--- config.mk ---
export PLATFORM = sky130hd
export DESIGN_NAME = con_kp_ctrl
export DESIGN_NICKNAME = d
export VERILOG_FILES = /design/src/rtl/con_kp_pkg.sv /design/src/rtl/con_io_decode.sv /design/src/rtl/con_kbd_unit.sv /design/src/rtl/con_prt_unit.sv /design/src/rtl/con_kp_ctrl.sv
export SDC_FILE = /design/constraint.sdc
export NUM_CORES = 1
export LEC_CHECK = 0
export CAP_MARGIN = 20
export CORE_ASPECT_RATIO = 1.2
export CORE_MARGIN = 8
export CORE_UTILIZATION = 25
export CTS_BUF_LIST = sky130_fd_sc_hd__clkbuf_4
export DETAILED_ROUTE_END_ITERATION = 12
export DONT_BUFFER_PORTS = 1
export SYNTH_ARGS = -nofsm -noshare
export SYNTH_HDL_FRONTEND = slang
export SYNTH_HIERARCHICAL = 1
export SYNTH_SLANG_ARGS = --single-unit
--- constraint.sdc ---
create_clock -name clk -period 2.1 [get_ports clk]
set_clock_uncertainty 0.05 [all_clocks]
set_input_delay 0.21 -clock clk [delete_from_list [all_inputs] [get_ports clk]]
set_output_delay 0.21 -clock clk [all_outputs]
set_load 0.05 [all_outputs]
--- src/rtl/con_kp_pkg.sv ---
package con_kp_pkg;

    typedef enum logic [1:0] {
        OP_START = 2'd0,
        OP_LOAD  = 2'd1,
        OP_SENSE = 2'd2,
        OP_NONE  = 2'd3
    } io_op_e;

    localparam logic [2:0] KEY_DATA = 3'd0;
    localparam logic [2:0] KEY_REQ  = 3'd1;
    localparam logic [2:0] KEY_RET  = 3'd2;
    localparam logic [2:0] KEY_END  = 3'd3;
    localparam logic [2:0] KEY_CAN  = 3'd4;

    typedef enum logic [1:0] {
        P_IDLE  = 2'd0,
        P_FETCH = 2'd1,
        P_PRINT = 2'd2,
        P_CRET  = 2'd3
    } prt_state_e;

    typedef struct packed {
        logic kbd_start;
        logic prt_start;
        logic prt_load;
        logic sense_any;
        logic sense_stat;
    } cmd_t;

endpackage

--- src/rtl/con_io_decode.sv ---
module con_io_decode
    import con_kp_pkg::*;
#(
    parameter int DEV_W    = 4,
    parameter int DEV_ADDR = 1
) (
    input  logic             io_valid,
    input  logic [1:0]       io_op,
    input  logic [DEV_W-1:0] io_dev,
    input  logic             io_mod,
    input  logic [2:0]       io_func,
    output cmd_t             cmd
);
    logic hit;
    logic f0;

    assign hit = io_valid && (io_dev == DEV_W'(DEV_ADDR));
    assign f0  = (io_func == 3'd0);

    always_comb begin
        cmd            = '0;
        cmd.kbd_start  = hit && (io_op == OP_START) && !io_mod && f0;
        cmd.prt_start  = hit && (io_op == OP_START) &&  io_mod && f0;
        cmd.prt_load   = hit && (io_op == OP_LOAD)  &&  io_mod && f0;
        cmd.sense_any  = hit && (io_op == OP_SENSE);
        cmd.sense_stat = hit && (io_op == OP_SENSE) && !io_mod && (io_func == 3'd1);
    end
endmodule

--- src/rtl/con_kbd_unit.sv ---
module con_kbd_unit
    import con_kp_pkg::*;
(
    input  logic       clk,
    input  logic       rst_n,
    input  logic       kbd_start,
    input  logic [7:0] ctrl,
    input  logic       key_valid,
    input  logic [2:0] key_type,
    input  logic [7:0] key_char,
    output logic       lamp_req,
    output logic       lamp_proceed,
    output logic [7:0] typed_char,
    output logic [7:0] status,
    output logic       irq_kbd
);
    logic req_ie, oth_ie;
    logic req_pend, eoc_pend, rd_pend;
    logic can_f, end_f, ret_f;

    always_ff @(posedge clk) begin
        if (!rst_n) begin
            lamp_req     <= 1'b0;
            lamp_proceed <= 1'b0;
            req_ie       <= 1'b0;
            oth_ie       <= 1'b0;
            req_pend     <= 1'b0;
            eoc_pend     <= 1'b0;
            rd_pend      <= 1'b0;
            can_f        <= 1'b0;
            end_f        <= 1'b0;
            ret_f        <= 1'b0;
            typed_char   <= 8'h00;
        end else begin
            if (kbd_start) begin
                lamp_req     <= ctrl[5];
                lamp_proceed <= ctrl[4];
                req_ie       <= ctrl[2];
                oth_ie       <= ctrl[1];
                if (ctrl[0]) begin
                    req_pend <= 1'b0;
                    eoc_pend <= 1'b0;
                    rd_pend  <= 1'b0;
                    can_f    <= 1'b0;
                    end_f    <= 1'b0;
                    ret_f    <= 1'b0;
                end
            end
            if (key_valid) begin
                unique case (key_type)
                    KEY_DATA: begin
                        typed_char <= key_char;
                        ret_f      <= 1'b0;
                        end_f      <= 1'b0;
                        can_f      <= 1'b0;
                        if (oth_ie) rd_pend <= 1'b1;
                    end
                    KEY_REQ: begin
                        if (req_ie) req_pend <= 1'b1;
                    end
                    KEY_RET: begin
                        ret_f <= 1'b1;
                        if (oth_ie) rd_pend <= 1'b1;
                    end
                    KEY_END: begin
                        end_f <= 1'b1;
                        can_f <= 1'b0;
                        if (oth_ie) eoc_pend <= 1'b1;
                    end
                    KEY_CAN: begin
                        can_f <= 1'b1;
                        end_f <= 1'b0;
                        if (oth_ie) eoc_pend <= 1'b1;
                    end
                    default: ;
                endcase
            end
        end
    end

    assign status  = {req_pend, eoc_pend, can_f, end_f, rd_pend, ret_f, 2'b00};
    assign irq_kbd = (req_pend && req_ie) || ((eoc_pend || rd_pend) && oth_ie);

    AST_REQ_GATED: assert property (@(posedge clk) disable iff (!rst_n)
        $rose(req_pend) |-> $past(req_ie));
    AST_EOC_GATED: assert property (@(posedge clk) disable iff (!rst_n)
        $rose(eoc_pend) |-> $past(oth_ie));
    AST_RD_GATED: assert property (@(posedge clk) disable iff (!rst_n)
        $rose(rd_pend) |-> $past(oth_ie));
    AST_LAMP_LOAD: assert property (@(posedge clk) disable iff (!rst_n)
        kbd_start |=> (lamp_req == $past(ctrl[5]) && lamp_proceed == $past(ctrl[4])));
    AST_PEND_CLEAR: assert property (@(posedge clk) disable iff (!rst_n)
        (kbd_start && ctrl[0] && !key_valid) |=> (!req_pend && !eoc_pend && !rd_pend));
endmodule

--- src/rtl/con_prt_unit.sv ---
module con_prt_unit
    import con_kp_pkg::*;
#(
    parameter int ADDR_W   = 16,
    parameter int BUSY_CYC = 8
) (
    input  logic              clk,
    input  logic              rst_n,
    input  logic              prt_start,
    input  logic              prt_load,
    input  logic [7:0]        ctrl,
    input  logic [ADDR_W-1:0] addr,
    output logic              mem_rd_en,
    output logic [ADDR_W-1:0] mem_rd_addr,
    input  logic [7:0]        mem_rd_data,
    output logic [7:0]        prt_data,
    output logic              prt_strobe,
    output logic              prt_cr_strobe,
    output logic              prt_busy,
    output logic              irq_prt
);
    localparam int CNT_W = $clog2(BUSY_CYC + 1);
    localparam logic [CNT_W-1:0] CNT_LOAD = CNT_W'(BUSY_CYC - 1);

    prt_state_e      state, state_nxt;
    logic [CNT_W-1:0] cnt;
    logic            ie, pend;
    logic            go_print, go_cret;

    assign go_print = prt_start && ctrl[7];
    assign go_cret  = prt_start && !ctrl[7] && ctrl[6];

    always_ff @(posedge clk) begin
        if (!rst_n) state <= P_IDLE;
        else        state <= state_nxt;
    end

    always_comb begin
        state_nxt = state;
        unique case (state)
            P_IDLE: begin
                if (prt_load)      state_nxt = P_FETCH;
                else if (go_print) state_nxt = P_PRINT;
                else if (go_cret)  state_nxt = P_CRET;
            end
            P_FETCH:         state_nxt = P_IDLE;
            P_PRINT, P_CRET: if (cnt == '0) state_nxt = P_IDLE;
            default:         state_nxt = P_IDLE;
        endcase
    end

    always_ff @(posedge clk) begin
        if (!rst_n) begin
            mem_rd_en     <= 1'b0;
            mem_rd_addr   <= '0;
            prt_data      <= 8'h00;
            prt_strobe    <= 1'b0;
            prt_cr_strobe <= 1'b0;
            cnt           <= '0;
            ie            <= 1'b0;
            pend          <= 1'b0;
        end else begin
            prt_strobe    <= 1'b0;
            prt_cr_strobe <= 1'b0;
            if (prt_start) begin
                ie <= ctrl[2];
                if (ctrl[0]) pend <= 1'b0;
            end
            unique case (state)
                P_IDLE: begin
                    if (prt_load) begin
                        mem_rd_en   <= 1'b1;
                        mem_rd_addr <= addr - 1'b1;
                    end else if (go_print) begin
                        prt_strobe <= 1'b1;
                        cnt        <= CNT_LOAD;
                    end else if (go_cret) begin
                        prt_cr_strobe <= 1'b1;
                        cnt           <= CNT_LOAD;
                    end
                end
                P_FETCH: begin
                    mem_rd_en <= 1'b0;
                    prt_data  <= mem_rd_data;
                end
                P_PRINT, P_CRET: begin
                    if (cnt == '0) begin
                        if (ie) pend <= 1'b1;
                    end else begin
                        cnt <= cnt - 1'b1;
                    end
                end
                default: ;
            endcase
        end
    end

    assign prt_busy = (state == P_PRINT) || (state == P_CRET);
    assign irq_prt  = pend && ie;

    AST_STROBE_PULSE: assert property (@(posedge clk) disable iff (!rst_n)
        prt_strobe |=> !prt_strobe);
    AST_STROBE_EXCL: assert property (@(posedge clk) disable iff (!rst_n)
        !(prt_strobe && prt_cr_strobe));
    AST_STROBE_BUSY: assert property (@(posedge clk) disable iff (!rst_n)
        (prt_strobe || prt_cr_strobe) |-> prt_busy);
    AST_FETCH_ADDR: assert property (@(posedge clk) disable iff (!rst_n)
        $rose(mem_rd_en) |-> (mem_rd_addr == ADDR_W'($past(addr) - 1'b1)));
    AST_PEND_GATED: assert property (@(posedge clk) disable iff (!rst_n)
        $rose(pend) |-> $past(ie));
endmodule

--- src/rtl/con_kp_ctrl.sv ---
module con_kp_ctrl
    import con_kp_pkg::*;
#(
    parameter int DEV_ADDR     = 1,
    parameter int PRT_BUSY_CYC = 8
) (
    input  logic        clk,
    input  logic        rst_n,
    input  logic        io_valid,
    input  logic [1:0]  io_op,
    input  logic [3:0]  io_dev,
    input  logic        io_mod,
    input  logic [2:0]  io_func,
    input  logic [7:0]  io_ctrl,
    input  logic [15:0] io_addr,
    output logic        sns_valid,
    output logic [15:0] sns_data,
    output logic        mem_rd_en,
    output logic [15:0] mem_rd_addr,
    input  logic [7:0]  mem_rd_data,
    input  logic        key_valid,
    input  logic [2:0]  key_type,
    input  logic [7:0]  key_char,
    output logic        lamp_req,
    output logic        lamp_proceed,
    output logic [7:0]  prt_data,
    output logic        prt_strobe,
    output logic        prt_cr_strobe,
    output logic        prt_busy,
    output logic        irq
);
    cmd_t       cmd;
    logic [7:0] typed_char;
    logic [7:0] kstat;
    logic       irq_kbd, irq_prt;

    con_io_decode #(.DEV_W(4), .DEV_ADDR(DEV_ADDR)) u_dec (
        .io_valid (io_valid),
        .io_op    (io_op),
        .io_dev   (io_dev),
        .io_mod   (io_mod),
        .io_func  (io_func),
        .cmd      (cmd)
    );

    con_kbd_unit u_kbd (
        .clk          (clk),
        .rst_n        (rst_n),
        .kbd_start    (cmd.kbd_start),
        .ctrl         (io_ctrl),
        .key_valid    (key_valid),
        .key_type     (key_type),
        .key_char     (key_char),
        .lamp_req     (lamp_req),
        .lamp_proceed (lamp_proceed),
        .typed_char   (typed_char),
        .status       (kstat),
        .irq_kbd      (irq_kbd)
    );

    con_prt_unit #(.ADDR_W(16), .BUSY_CYC(PRT_BUSY_CYC)) u_prt (
        .clk           (clk),
        .rst_n         (rst_n),
        .prt_start     (cmd.prt_start),
        .prt_load      (cmd.prt_load),
        .ctrl          (io_ctrl),
        .addr          (io_addr),
        .mem_rd_en     (mem_rd_en),
        .mem_rd_addr   (mem_rd_addr),
        .mem_rd_data   (mem_rd_data),
        .prt_data      (prt_data),
        .prt_strobe    (prt_strobe),
        .prt_cr_strobe (prt_cr_strobe),
        .prt_busy      (prt_busy),
        .irq_prt       (irq_prt)
    );

    always_ff @(posedge clk) begin
        if (!rst_n) begin
            sns_valid <= 1'b0;
            sns_data  <= 16'h0000;
        end else begin
            sns_valid <= cmd.sense_any;
            sns_data  <= cmd.sense_stat ? {typed_char, kstat} : 16'h0000;
        end
    end

    assign irq = irq_kbd || irq_prt;

    AST_SNS_ZERO: assert property (@(posedge clk) disable iff (!rst_n)
        (sns_valid && !$past(cmd.sense_stat)) |-> (sns_data == 16'h0000));
    AST_FOREIGN_QUIET: assert property (@(posedge clk) disable iff (!rst_n)
        ($past(io_valid) && $past(io_dev) != 4'(DEV_ADDR)) |-> !sns_valid);
    AST_SNS_ONE_CYCLE: assert property (@(posedge clk) disable iff (!rst_n)
        (sns_valid && !$past(cmd.sense_any)) |-> 1'b0);
endmodule

-- Word-level counts from Yosys, hierarchy flattened
Cells that the tools add are included.
- add/subtract/negate cells: 2
- multiply operators: 0
- divide/modulo/power cells: 0
- magnitude comparators: 0
- equal/unequal tests: 17
- shift operators: 0
- mux-type cells: 46
- bitwise operators: 2
- reductions and logical operators: 44
- operators with widths (cell ; count):
    two-way mux 1 bit ; 32
    logical AND 1 bit ; 18
    two-way mux 4 bit ; 4
    subtractor 16 x 1 -> 16 bit, second input constant ; 1
    AND reduction 2 bit ; 5
    OR reduction 2 bit ; 5
    two-way mux 2 bit ; 4
    case mux 1 bit (2 select lines) ; 4
    case mux 4 bit (2 select lines) ; 1
    equality test 2 bit, second input constant ; 3
    equality test 3 x 1 -> 1 bit, second input constant ; 2
    equality test 3 x 2 -> 1 bit, second input constant ; 2
    zero test 3 bit ; 2
    case mux 2 bit (3 select lines) ; 1
    equality test 2 x 1 -> 1 bit, second input constant ; 2
    equality test 4 x 1 -> 1 bit, second input constant ; 1
    zero test 2 bit ; 2
    zero test 4 bit ; 1
    logical OR 1 bit ; 4
    != test 2 x 1 -> 1 bit, second input constant ; 2
    != test 2 bit, second input constant ; 2
    != test 4 x 1 -> 1 bit, second input constant ; 1
    AND reduction 4 bit ; 1
    nonzero test 2 bit ; 2
    7 further kinds ; 9
- flip-flop bits (word level): 70
- latch bits: 0
- memory bits (writable): 0
- memory bits (read-only): 0
- input port bits: 57
- output and inout port bits: 48
- word-level logic and storage cells: 134
- memories: 0

-- Logic depth before layout (Yosys ltp)
Gate-level depths: netlist of the first run.
- word-level depth: 11
- gate-level depth with buffers: 6

-- Cells and area by module
The synthesis of the first run kept the hierarchy.
- modules (own cells, without submodules) (module ; times used ; cells an instance ; area an instance (um^2) ; sequential area each (um^2)):
    con_prt_unit ; 1 ; 184 ; 1645.3 ; 700.7
    con_kbd_unit ; 1 ; 99 ; 908.4 ; 360.3
    con_kp_ctrl ; 1 ; 37 ; 481.7 ; 340.3
    con_io_decode ; 1 ; 14 ; 106.4 ; 0.0

-- Worst setup path after synthesis of the first run
OpenSTA, ideal clock, no wires.
- path kind: input to register
- start point: input port io_op[1]
- end point: register u_prt.cnt[3]
- setup time: 0.116 ns
- arrival time: 1.951 ns
- required time: 1.934 ns
- setup slack: -0.017 ns
- stages on the path: 6
- path buffers: 0
- cells stage by stage: or4_4 > nor4_1 > o21a_1 > o2bb2ai_1 > a21oi_1 > a41o_1
- RTL lines (item ; RTL line ; source):
    start, declared ; con_kp_ctrl.sv:10 ; input logic [1:0] io_op,
    end signal, assigned ; con_prt_unit.sv:90 ; cnt <= cnt - 1'b1;
    end, declared ; con_prt_unit.sv:26 ; logic [CNT_W-1:0] cnt;

==> results by stage, run 1 <==
Setup path:
- The largest individual stage delay along the critical path comes from the cell or4_4.
- The endpoint identified for the worst register-to-register timing path is u_prt/mem_rd_addr[3].
- The critical path is of the primary input to register type.
- The critical path goes through or4_4 > nor4_4 > nor3b_4 > buf_12 > nand2_1 > o211a_1 > dlygate4sd3_1.
- At the worst endpoint, the arrival time is 2.26 ns.
- The launching point of the worst reg2reg path is u_prt/state[1].
- The family with the most delay on the worst path is simple AND/OR/NAND/NOR gates.
- For this run, the slowest stage of the critical path takes approximately 0.56 ns.
- The worst setup path is launched from a primary input.
- Counting cells, the worst reg-to-reg path comes to 6.
- The number of buffers and inverters on the critical path is 2.
- The kind of end point of the critical path is a register.
- The register-to-register setup slack is between 0.1 and 0.15 ns.
- The required time reported for the critical path endpoint is around 2.4 ns.
- The highest fanout seen on the critical path is 33.

Power and ir drop:
- VDD sags by at most 0.325 mV.
- In this run the static leakage power is between 1 and 1.5 nW.
- The total power draw is around 2.4 mW.
- In this run the power spent charging and discharging nets is between 0.5 and 0.6 mW.
- Power spread over the standard cell area amounts to 622 nW/um^2.
- The power share of the clock group is 37.4%.
- In this run switching power makes up 24.7% of total power.
- The power share of the sequential group is 55.4%.
- The internal power is approximately 1.8 mW.
- Per report_power, the combinational group accounts for under 10% of the total.

Place:
- Port buffering added 0 buffers.
- The placed standard-cell area is 3250 sq um.
- Routability-driven placement finished with a final weighted congestion of just over 0.7.
- The total half-perimeter wirelength after legalization and detailed placement is about 5600 microns.

Logic synthesis:
- The synthesized design spends more area on one cell type than any other, namely dfxtp_1.
- After synthesis the netlist holds a flip-flop and latch count of 70.
- Ranked by instance count, the synthesized netlist is headed by 70 x dfxtp_1, 45 x nand2_1, 15 x o21ai_0.
- The number of flops mapped to enable cells by yosys is 0.
- Dividing the synthesized area by the synthesized cell count gives 9.41 sq um.
- For this run, the leading register cell type out of synthesis is dfxtp_1.
- The cell with the most instances after synthesis is dfxtp_1.
- Sequential cells were found to cover 44.6% of the synthesized design area.
- Of all flip-flops after synthesis, the portion carrying an async set or reset was 0%.
- The cell area that synthesis handed to floorplanning was 3140 sq um.
- The number of distinct library cells after synthesis is 57.
- The count of synthesis-stage warnings from yosys is 6.
- In the synthesized netlist, the number of instances is 334.
- By area the synthesized netlist is led by dfxtp_1 45%, nand2_1 5.4%, a21boi_0 2.9%, xor2_1 2.8%, and3_1 2.4%.
- The synthesized design devotes to its leading area cell type 44.6% of total area.

Global routing:
- The first global-routing pass estimated around 13,000 microns of wire.
- After global routing the overflow that remains totals 0.
- The initial antenna violation count is 1.
- Global routing used around a tenth of the available tracks across all layers.
- Entering global routing, the biggest net connects 80 pins.
- The number of global-route vias before repair is about 2,400.

Floorplanning:
- The width of the die is 118 microns.
- The floorplan die area is about 16,000 sq um.
- In this run the vertical extent of the chip is between 100 and 150 microns.
- The number of I/O pins is 105.
- The row count is 45.
- The initial utilization of the core area, before any placement, comes to 25.2%.
- The total core area is approximately 12,000 sq um.

Clocking:
- The clock net in this run drives a total of 70 sinks.
- The H-tree generated during clock tree synthesis spans 3 levels.
- The post-CTS setup buffer count is 0.
- In this run, post-CTS repair resized a total of 0 instances.
- After clock tree synthesis, the clock-pin slew on the worst setup and hold paths is around 0.13 ns.
- The tree is rooted in a clkbuf_4.
- The clock network latency to the later pin of the worst-skew pair is roughly 0.4 ns.
- Counting the buffers created by CTS gives 9.
- In this run the deepest clock path goes through 2 buffers.
- TritonCTS built the clock tree.

Min path:
- The endpoint of the worst hold-timing path is u_kbd/req_pend.
- The worst hold path belongs to the class primary input to register.
- The worst hold path passes through 3 cells.
- The worst min-delay path startpoint is key_valid.

Routing:
- The iteration count of the initial detailed-routing pass is 6.
- The number of remaining DRC errors is 0.
- The first-iteration detailed-routing DRC count is about 140.
- The vias after detailed routing is 2,532.
- Using the TritonRoute via totals, the vias-per-cell ratio works out to between 4 and 5.
- Wires add up to 8070 microns.
- Dividing the detail-routed wire length by the instance count gives ~15 microns.
- The count of nets left with antenna violations after detail routing is 0.

Timing:
- For the pin with the worst max-slew slack, the measured transition is 0.538 ns.
- Setup repair after global routing left no endpoint under its margin.
- The accumulated negative setup slack is 0 ns.
- The tightest hold path in the finished design has a slack of between 0.06 and 0.07 ns.
- For this run, the top clock speed supported by timing is slightly above 500 MHz.
- The fraction of the cycle the final worst path needs is 94.6%.
- The max-slew violation total from the final report is 0.
- The clock period could shrink to roughly 2.0 ns.
- In this run the tightest slew margin relative to its limit is ~64%.
- The number of endpoints with negative hold slack in the final report was 0.
- Setup violations remaining at the end of the flow were counted as 0.

Finish:
- From synthesis to final layout, the design area changed by 23.6%.
- Of the cells placed in the final design, the portion with a size suffix greater than 1 is about 15%.
- The final layout net count is 431.
- The filler cells instantiated in the layout total around 1,300.
- The core utilization of the finished layout is about 31%.
- After routing the design area is 3880 sq um.

Flow run:
- The number of maximum-capacitance violations is 0.

Outcome:
- The run finished with clean final reports.
==> final cells by class <==
class                      instances  area, sq um  share of cell area, %
tap                              164          205                   5.28
sequential                        70         1400                   36.1
antenna                            2         5.00                  0.129
timing repair buffer              54          553                   14.2
inverter                          12         45.0                   1.16
multi-input combinational        225         1530                   39.4
clock inverter                     6         68.8                   1.77
clock buffer                      10         75.1                   1.93
==> power by group through the flow <==
stage | Combinational (mW) | Clock [mW] | Sequential [mW]
after floorplan | 0.0971 | 0 | 1.37
after global placement | 0.0740 | 0 | 1.37
after detailed placement | 0.0760 | 0 | 1.37
after CTS | 0.174 | 0.960 | 1.34
after global routing | 0.188 | 1.01 | 1.34
final | 0.174 | 0.905 | 1.34
==> cell families after synthesis <==
kind of cell             share of synthesized area, %
AND/OR/NAND/NOR                                  25.8
flip-flops                                       44.6
AO/OA/AOI/OAI                                    15.6
buffers and inverters                            7.61
XOR/XNOR                                         3.90
multiplexers                                     1.59
adder cells (fa/ha/maj)                         0.796
other                                           0.119
==> how the worst max path moves through the flow <==
stage,from,end,slack (ns),cells past startpoint
floorplan,io_op[1],u_prt/cnt[3],0.18,6
global placement,io_op[1],u_prt/mem_rd_addr[15],0.13,6
detailed placement,io_op[1],u_prt/mem_rd_addr[6],0.12,6
CTS,io_op[1],u_prt/mem_rd_addr[3],0.05,7
global route,u_prt/state[1],u_prt/mem_rd_addr[3],0.01,6
finish,io_op[1],u_prt/mem_rd_addr[3],0.11,7
==> timing repair <==
item,CTS,global route
endpoints found under the hold margin,68,0
setup endpoints to repair,0,1
hold buffers,47,0
==> cell usage in the layout, fill, tap and decap left out, types with 7 or more instances in the layout <==
cell type,count
and3_1,12
a21oi_1,12
o21ai_0,15
dfxtp_1,70
nand2_1,45
inv_1,12
nand3_1,12
clkbuf_4,10
o21ai_2,8
nor2b_1,10
dlygate4sd3_1,46
o211a_1,7
xor2_1,10
a21boi_0,12
==> flip-flops by register name, indices dropped and copies added (netlist names), 2 cells and up <==
register and cells:
sns_data 16, u_prt/mem_rd_addr 16, u_kbd/typed_char 8, u_prt/prt_data 8, u_prt/cnt 4, u_prt/state 2
==> metal layers <==
layer / track usage [%] / part of all wire, % / wire length, microns
met5: 0 / 0 / 0
met4: 4.66 / 1.5 / 123
met2: 15.7 / 49 / 3920
met1: 9.79 / 40 / 3200
met3: 5.17 / 10 / 829
==> tightest hold or removal path, delay by kind of cell <==
family	cells	cell delay, ns
compound gates	1	0.07
simple gates	2	0.22
==> per-stage QoR <==
| stage | worst slack [ns] | cells |
|---|---|---|
| floorplan | 0.175 | 335 |
| global placement | 0.132 | 478 |
| detailed placement | 0.119 | 478 |
| CTS | 0.0506 | 541 |
| global route | 0.0129 | 542 |
| finish | 0.113 | 543 |
Power figures use the tool's default switching activity.
==> inputs of run 2 (changes only) <==
==> constraint.sdc (replaced) <==
create_clock -name clk -period 2.1 [get_ports clk]
set_clock_uncertainty 0.05 [all_clocks]
set_input_delay 0.21 -clock clk [delete_from_list [all_inputs] [get_ports clk]]
set_output_delay 0.21 -clock clk [all_outputs]
set_load 0.01 [all_outputs]
==> results by stage, run 2 (synthesis gave the netlist of run 1 again) <==
Setup path:
- The critical setup path kind is primary input to register.
- At the worst endpoint, the arrival time is between 2 and 2.5 ns.
- The worst setup path is launched from a primary input.
- The largest single stage delay on the critical path is around 0.56 ns.
- Traced cell by cell, the critical path runs through or4_4 > nor4_4 > nor3b_4 > buf_12 > nand2_1 > o211a_1 > dlygate4sd3_1.
- The required time reported for the critical path endpoint is between 2 and 2.5 ns.
- The cell with the biggest individual delay on the critical path is or4_4.
- STA classifies the critical path endpoint as a register.
- The highest fanout seen on the critical path is 33.

Clocking:
- The TritonCTS sink count is 70.
- Clock latency on the worst-skew pair, taken at its later pin, is around 0.39 ns.
- In this run, post-CTS repair resized a total of 0 instances.
- The number of clock buffers inserted by TritonCTS is 9.
- The TritonCTS clock tree is done.
- The H-tree was split into 3 levels.
- The deepest clock path buffer count is 2.
- The library cell used as clock root buffer is clkbuf_4.
- The clock slew seen by the registers of the worst setup and hold paths is about 0.13 ns.

Floorplanning:
- The floorplan die area is around 16,000 sq um.
- The floorplan die height is between 100 and 150 microns.
- The starting density of the core is roughly a quarter.
- The row count is 45.
- ~110 I/O pins were placed.
- The region available for standard cell placement spans approximately 12,000 sq um.
- Measured along the x axis, the die boundary spans 118 microns.

Timing:
- Counting I/O delays and the setup requirement, the final critical path takes 2.07 ns.
- Setup violations remaining at the end of the flow were counted as 0.
- The number of endpoints with negative hold slack in the final report is 0.
- The worst max-slew margin expressed relative to the limit is 63.2%.
- The maximum clock frequency is roughly 480 MHz.
- The max-slew violation total from the final report is 0.
- For the pin with the worst max-slew slack, the measured transition is ~0.55 ns.
- The accumulated negative setup slack is 0 ns.
- Setup repair after global routing left no endpoint under its margin.
- Dividing the final minimum period by the clock period gives a little over nine tenths.

Global routing:
- The number of global-route vias before repair is 2,520.
- The first global-routing pass estimated 13,300 microns of wire.
- Summed over all layers, the global routing overflow is 0.
- Entering global routing, the biggest net connects 80 pins.
- The global-route usage over all layers is under 10%.
- The initial antenna violation count was 1.

Finish:
- The final layout net count is 429.
- The area occupied by multi-input gates is around 1500 sq um.
- Leaving out fill and tap cells, the most frequent cells in the layout are 70 x dfxtp_1, 46 x dlygate4sd3_1, 45 x nand2_1.
- The final instance count without filler cells is 540.
- Of the cells placed in the final design, the portion with a size suffix greater than 1 is 14.7%.
- Leaving out fill and tap cells, the most frequent cell in the layout is dfxtp_1.
- Registers take about 1400 sq um.
- The number of filler cells placed in the layout is roughly 1,300.
- The largest registers in the layout are sns_data (16), u_prt/mem_rd_addr (16).
- Relative to the synthesized area, the layout overhead comes to 22.3%.
- The final instance area is between 3000 and 4000 sq um.

Routing:
- The mean number of vias per cell is 4.66.
- The count of nets left with antenna violations once routing finished came out at 0.
- The vias after detailed routing is 2,518.
- After detailed routing, the total wire length is roughly 8400 microns.
- The first-iteration detailed-routing DRC count is around 110.
- In the routed design, unresolved DRC markers number 0.
- The iteration count of the initial detailed-routing pass is 4.
- The routed length per instance is 15.5 microns.

Power and ir drop:
- Dividing total power by cell area gives a power density of ~600 nW/um^2.
- The total power draw is about 2.3 mW.
- The analysis attributes to cell leakage a power of between 1 and 1.5 nW.
- The maximum vdd drop is roughly 0.27 mV.

Place:
- After detailed placement, the design holds a cell count of ~480.
- The congestion estimate from routability-driven global placement came to slightly above 0.7.
- The placed standard-cell area is about 3200 sq um.
- The number of port buffers is 0.
- The total half-perimeter wirelength after legalization and detailed placement is 5530 microns.

Min path:
- The type of the worst min-delay path is primary input to register.

Flow run:
- The number of maximum-capacitance violations is 0.

Outcome:
- The flow ran to the end, and the final reports show no timing, DRC or antenna violations.
run 2: critical path: cells and delay by family:
kind,cells,cell delay [ns]
compound gates,1,0.11
buf+inv,2,0.76
simple gates,4,1.24
run 2: what timing repair did:
action	4_1_cts	5_1_grt
buffers inserted	0	0
endpoints found under the hold margin	68	0
hold buffers	47	0
run 2: report_power, final:
group | switching (mW) | internal (mW) | total (mW) | leakage [nW]
Clock | 0.533 | 0.256 | 0.789 | 0.0675
Combinational | 0.0779 | 0.0984 | 0.176 | 0.830
Sequential | 0.00367 | 1.33 | 1.34 | 0.564
Total | 0.615 | 1.69 | 2.30 | 1.46
run 2: routing by layer:
metal,vias to the layer above,routed length [microns],track usage (%)
li1,1236,-,-
met1,1191,3450,10.3
met2,85,4070,17.2
met3,6,742,4.44
met4,0,92,3.38
met5,-,0,0
run 2: through the flow:
stage                     hold WS, ns  setup WS [ns]  utilization [%]
final                          0.0771         0.0322             30.9
after global routing           0.0462      0.0000580             30.9
after CTS                      0.0350         0.0768             30.9
after detailed placement        0.239          0.142             26.0
after global placement          0.241          0.135             26.0
after floorplan                 0.236          0.175                -
run 2: final timing paths:
path	to	from	slack [ns]	cells after the start
max	u_prt/mem_rd_addr[2]	io_op[1]	0.03	7
min	u_kbd/req_pend	key_valid	0.08	3
min reg2reg	u_kbd/typed_char[6]	u_kbd/typed_char[6]	0.42	2
max reg2reg	u_prt/mem_rd_addr[2]	u_prt/state[1]	0.25	6
run 2: cell type report:
class                   count  share of cell area (%)
repair buffers             52                    14.0
multi-input cells         225                    39.8
flip-flops and latches     70                    36.5
well taps                 164                    5.34
diodes                      1                  0.0651
inverters                  12                    1.17
clock inverters             7                    1.37
clock buffers               9                    1.76
